File: src/rtl/lux_irq_pkg.sv
// Package: shared types and constants for the windowed persistence interrupt.
// Assumes the mode field encoding in which 2'b01 alone enables the pin.
package lux_irq_pkg;

    // Result of comparing one sample against the two bounds
    typedef struct packed {
        logic below;   // sample at or under the low bound
        logic above;   // sample strictly over the high bound
    } window_flags_t;

    localparam logic [1:0] IRQ_MODE_LEVEL = 2'b01;

    function automatic logic flags_outside(input window_flags_t f);
        return f.below | f.above;
    endfunction

endpackage

File: src/rtl/window_cmp.sv
// Module: window_cmp
// Compares one sample against a low bound (inclusive) and a high bound (strict).
// Purely combinational. Assumes the bounds are unsigned and need not be ordered.
module window_cmp
    import lux_irq_pkg::*;
#(
    parameter int DATA_W = 16
) (
    input  logic [DATA_W-1:0] sample,
    input  logic [DATA_W-1:0] bound_lo,
    input  logic [DATA_W-1:0] bound_hi,
    output window_flags_t     flags
);

    // Classify the sample against both bounds
    always_comb begin
        flags.below = (sample <= bound_lo);
        flags.above = (sample > bound_hi);
    end

endmodule

File: src/rtl/persist_counter.sv
// Module: persist_counter
// Counts consecutive out-of-window samples and saturates at the all-ones value.
// An in-window sample zeroes it. A restart zeroes it before the current sample
// is counted. Assumes sample_valid is a one-cycle strobe per conversion.
module persist_counter #(
    parameter int PERS_W = 4
) (
    input  logic              clk,
    input  logic              rst_n,
    input  logic              sample_valid,
    input  logic              outside,
    input  logic              restart,
    output logic [PERS_W-1:0] count_next,
    output logic [PERS_W-1:0] count_q
);

    localparam logic [PERS_W-1:0] COUNT_MAX = {PERS_W{1'b1}};

    logic [PERS_W-1:0] base;

    // Next run length, with restart applied first and saturation at the top
    always_comb begin
        base = restart ? '0 : count_q;
        if (!sample_valid) begin
            count_next = base;
        end else if (!outside) begin
            count_next = '0;
        end else if (base == COUNT_MAX) begin
            count_next = COUNT_MAX;
        end else begin
            count_next = base + 1'b1;
        end
    end

    // Hold the run length between samples
    always_ff @(posedge clk) begin
        if (!rst_n) begin
            count_q <= '0;
        end else begin
            count_q <= count_next;
        end
    end

endmodule

File: src/rtl/irq_latch.sv
// Module: irq_latch
// Sticky interrupt flag with an active-low, mode-gated pin.
// A set takes priority over a clear in the same cycle. Assumes set is already
// qualified by the enable.
module irq_latch (
    input  logic clk,
    input  logic rst_n,
    input  logic set,
    input  logic clear,
    input  logic enable,
    output logic irq_n
);

    logic pending_q;

    // Record a fired interrupt until it is cleared
    always_ff @(posedge clk) begin
        if (!rst_n) begin
            pending_q <= 1'b0;
        end else if (set) begin
            pending_q <= 1'b1;
        end else if (clear) begin
            pending_q <= 1'b0;
        end
    end

    // Drive the pin low only while a pending interrupt is enabled
    always_comb begin
        irq_n = ~(pending_q & enable);
    end

endmodule

File: src/rtl/lux_persist_irq.sv
// Module: lux_persist_irq (top)
// Compares each channel 0 result against a window and counts consecutive
// out-of-window results. Latches an active-low interrupt when the run meets the
// persistence setting, or on every result when the persistence is zero.
// Assumes the bound, persistence and mode inputs are held stable by a register
// bank, and that irq_clear is a one-cycle strobe.
module lux_persist_irq
    import lux_irq_pkg::*;
#(
    parameter int DATA_W = 16,
    parameter int PERS_W = 4
) (
    input  logic              clk,
    input  logic              rst_n,
    input  logic              sample_valid,
    input  logic [DATA_W-1:0] sample,
    input  logic [DATA_W-1:0] bound_lo,
    input  logic [DATA_W-1:0] bound_hi,
    input  logic [PERS_W-1:0] persist_sel,
    input  logic [1:0]        irq_mode,
    input  logic              irq_clear,
    output logic              irq_n
);

    window_flags_t     flags;
    logic              outside;
    logic              enabled;
    logic              fire;
    logic [PERS_W-1:0] run_next;
    logic [PERS_W-1:0] run_count;

    window_cmp #(.DATA_W(DATA_W)) i_cmp (
        .sample   (sample),
        .bound_lo (bound_lo),
        .bound_hi (bound_hi),
        .flags    (flags)
    );

    persist_counter #(.PERS_W(PERS_W)) i_run (
        .clk          (clk),
        .rst_n        (rst_n),
        .sample_valid (sample_valid),
        .outside      (outside),
        .restart      (irq_clear),
        .count_next   (run_next),
        .count_q      (run_count)
    );

    // Decide whether this result fires the interrupt
    always_comb begin
        outside = flags_outside(flags);
        enabled = (irq_mode == IRQ_MODE_LEVEL);
        if (persist_sel == '0) begin
            fire = sample_valid;
        end else begin
            fire = sample_valid && outside && (run_next >= persist_sel);
        end
    end

    irq_latch i_latch (
        .clk    (clk),
        .rst_n  (rst_n),
        .set    (fire && enabled),
        .clear  (irq_clear),
        .enable (enabled),
        .irq_n  (irq_n)
    );

endmodule

File: config.mk
export PLATFORM = sky130hd
export DESIGN_NAME = lux_persist_irq
export DESIGN_NICKNAME = d
export VERILOG_FILES = /design/src/rtl/lux_irq_pkg.sv /design/src/rtl/window_cmp.sv /design/src/rtl/persist_counter.sv /design/src/rtl/irq_latch.sv /design/src/rtl/lux_persist_irq.sv
export SDC_FILE = /design/constraint.sdc
export NUM_CORES = 1
export LEC_CHECK = 0
export ABC_AREA = 1
export BUFFER_PORTS_ARGS = -buffer_cell sky130_fd_sc_hd__buf_4
export CAP_MARGIN = 20
export CORE_ASPECT_RATIO = 0.75
export CORE_UTILIZATION = 52
export CTS_CLUSTER_SIZE = 28
export DETAILED_ROUTE_END_ITERATION = 10
export HOLD_SLACK_MARGIN = 0.12
export PLACE_DENSITY = 0.87
export SLEW_MARGIN = 20
export SYNTH_ARGS = -nofsm -noshare
export SYNTH_HDL_FRONTEND = slang
export SYNTH_HIERARCHICAL = 1
export SYNTH_SLANG_ARGS = --single-unit
File: constraint.sdc
create_clock -name clk -period 6.6 [get_ports clk]
set_input_delay 0 -clock clk [delete_from_list [all_inputs] [get_ports clk]]
set_output_delay 0 -clock clk [all_outputs]
set_load 0.05 [all_outputs]
==> metrics.txt <==
Mean Syn Cell Area 6.158 µm²; clk root buf clkbuf_4; cts repair resizes 0; Final period util 41.30%; I/O pins 59; Fin. Hold Viols 0; final wirelength 3.252 mm; Leak 1.183 nW; Seq pwr share 19.3%; Die Y 45.90 µm; ys async rst share 0%; routed length per instance 10.26 µm; detailed placement HPWL 2.759 mm; Die Width 60.54 µm; Design Area, Final 1881 µm²; pre-CTS setup slack 4141 ps; Post-CTS Setup Bufs 0; CORE AREA 2365 µm²; Final Non-Filler Cells 317; combinational group share of total power 56.8%; top cells by area, synth ha_1 35%, nand2_1 16%, inv_1 16%, dfxtp_1 7.5%, a21oi_1 6.4%; Area Growth Syn to Fin 40.73%; max cap viols 0; DRT Pass-1 Iters 4; Hold Buf Count CTS 4; unrepaired setup endpoints after global routing no; worst r2r dst i_latch/pending_q; share of layout cells above drive strength 1 27.56%; Synthesized Nets 312; Initial DRC Count 85; Antenna Nets Post-Route 0; die area 2779 µm²; switching share of power 36.73%; P_sw 0.05967 mW; Clk pwr share 23.9%; largest net degree at the start of global routing 7; Post-synth EDFFs 0; row count 15; R2R setup slack 4060 ps; drt via density 4.763; CP max FO 4; outcome completed; Final Wtd Congestion 0.8487; # fillers 201; Worst-Margin Slew 205.8 ps; min cycle time layout 2726 ps; top-area cell type share of the netlist area 34.64%; Mapped Cells 217; vias in the first global route 1358; Yosys top cell by area ha_1; Mapped Area 1336 µm²; fmax 0.3668 GHz; CP Launch Type input port; top-count cell post-synth nand2_1; Slew headroom 86.22%; critical path class in2reg; r2r startpoint i_run/count_q[1]; # diodes 0; CTS tree yes; Power Density 86.38 nW/µm²; main flop type after synthesis dfxtp_1; WP data required 6800 ps; synth unique cells 22; GRT Overall Usage 25.33%; YS warnings 6; DP Area 1814 µm²; Hold WC Path Type in2out; cell internal pwr 0.1028 mW; initial antenna violation count 0; port bufs 58; Starting Density 56.51%; Clock Tree Buf Depth 2; Setup Skew 9.941 ps; most common library cells after synthesis 57 x nand2_1, 56 x inv_1, 37 x ha_1; critical path startpoint sample[7]; CP arrival 2930 ps; Hold WS 358.6 ps; clock buffer count from CTS 3; Max Slew Vio Count 0; routed vias 1510; Inst Count DP 309; clk_lat worst skew 260 ps; DRC viols 0; Synth Register Bits 5; final worst slack 3874 ps; Max VDD drop 0.00004903 V; Worst Min Path Start irq_mode[1]; H-tree depth 1; post-route setup TNS 0 ps; final count of negative-setup-slack endpoints 0; Sink Count 5; first-pass GRT wire length 5.326 mm; sequential cell area fraction in the yosys report 7.491%; gr ovfl total 0; Critical Path End Type flip-flop; R2R cell count 17; Final nets 379; Critical Path End i_latch/pending_q; clk slew on worst S/H paths 50 ps
## flip-flops by register name (all words and copies together) (netlist names)
register           flops
i_latch/pending_q      1
i_run/count_q          4
## layer usage
layer | up-vias | track usage (%) | part of all wire, %
met5 | - | 0 | 0
met4 | 0 | 6.818 | 1.0
met3 | 6 | 3.125 | 6.0
met2 | 66 | 46.59 | 47
met1 | 629 | 31.10 | 46
li1 | 809 | - | -
## placed cells by master, fill, tap and decap left out
| cell type | instances |
|---|---|
| o21ai_0 | 2 |
| inv_2 | 4 |
| ha_1 | 37 |
| nand3_2 | 1 |
| o21bai_1 | 1 |
| nor2_4 | 2 |
| nand3_1 | 8 |
| clkbuf_4 | 3 |
| clkbuf_1 | 1 |
| dlygate4sd3_1 | 4 |
| dfxtp_1 | 5 |
| o211ai_1 | 1 |
| or2_4 | 1 |
| nor2_1 | 9 |
| nand4_1 | 3 |
| nor2_2 | 3 |
| a21oi_2 | 4 |
| inv_1 | 56 |
| a21oi_1 | 17 |
| o21a_1 | 1 |
| o21ai_1 | 1 |
| nand2_2 | 2 |
| buf_4 | 58 |
| clkinv_1 | 1 |
| a21o_1 | 1 |
| nand2_1 | 57 |
## power groups by stage
stage | registers [mW] | clock network [mW] | logic [mW]
after floorplan | 0.0319 | 0 | 0.0502
after CTS | 0.0313 | 0.0385 | 0.0922
after detailed placement | 0.0319 | 0 | 0.0900
final | 0.0313 | 0.0388 | 0.0923
after global routing | 0.0314 | 0.0410 | 0.106
after global placement | 0.0319 | 0 | 0.0874
## layout make-up
cell class,count,area [µm²],share of cell area (%)
Multi-Input combinational cell,151,1007,53.56
Timing Repair Buffer,62,475.5,25.28
Inverter,61,229.0,12.18
Sequential cell,5,100.1,5.323
Tap cell,34,42.54,2.262
Clock buffer,4,26.28,1.397
## worst min-delay path by stage
stage | to | slack [ps] | depth (start not counted)
2_1_floorplan | i_latch/pending_q | 120 | 2
3_3_place_gp | i_latch/pending_q | 240 | 3
3_5_place_dp | i_latch/pending_q | 260 | 3
4_1_cts | irq_n | 360 | 4
5_1_grt | irq_n | 380 | 4
6_report | irq_n | 360 | 4
## cells by family (layout without fill, tap and decap cells)
kind of cell,after synthesis,count (layout),synth area share (%)
AND/OR/NAND/NOR,86,86,28.37
buffers and inverters,61,127,17.13
adder cells (fa/ha/maj),37,37,34.64
AO/OA/AOI/OAI,28,28,12.36
flip-flops,5,5,7.491
## metrics by stage
| stage | util (%) | power (mW) |
|---|---|---|
| final | 79.52 | 0.1624 |
| after global routing | 79.52 | 0.1787 |
| after CTS | 79.52 | 0.1620 |
| after detailed placement | 76.72 | 0.1219 |
| after global placement | 76.72 | 0.1194 |
| after floorplan | - | 0.08206 |
## critical path, stage by stage
cell	delay [ps]
buf_4	110
ha_1	280
nand2_1	70
nor2_1	150
nand4_1	120
nor2_1	140
a21oi_2	40
or2_4	240
nand2_1	60
inv_1	80
o211ai_1	130
nand2_1	110
ha_1	310
nand2_1	60
inv_1	50
nand2_1	40
nand3_1	60
nand2_1	60
a21oi_2	100
inv_1	60
a21oi_2	120
dlygate4sd3_1	540
(Power assumes the default switching activity.)
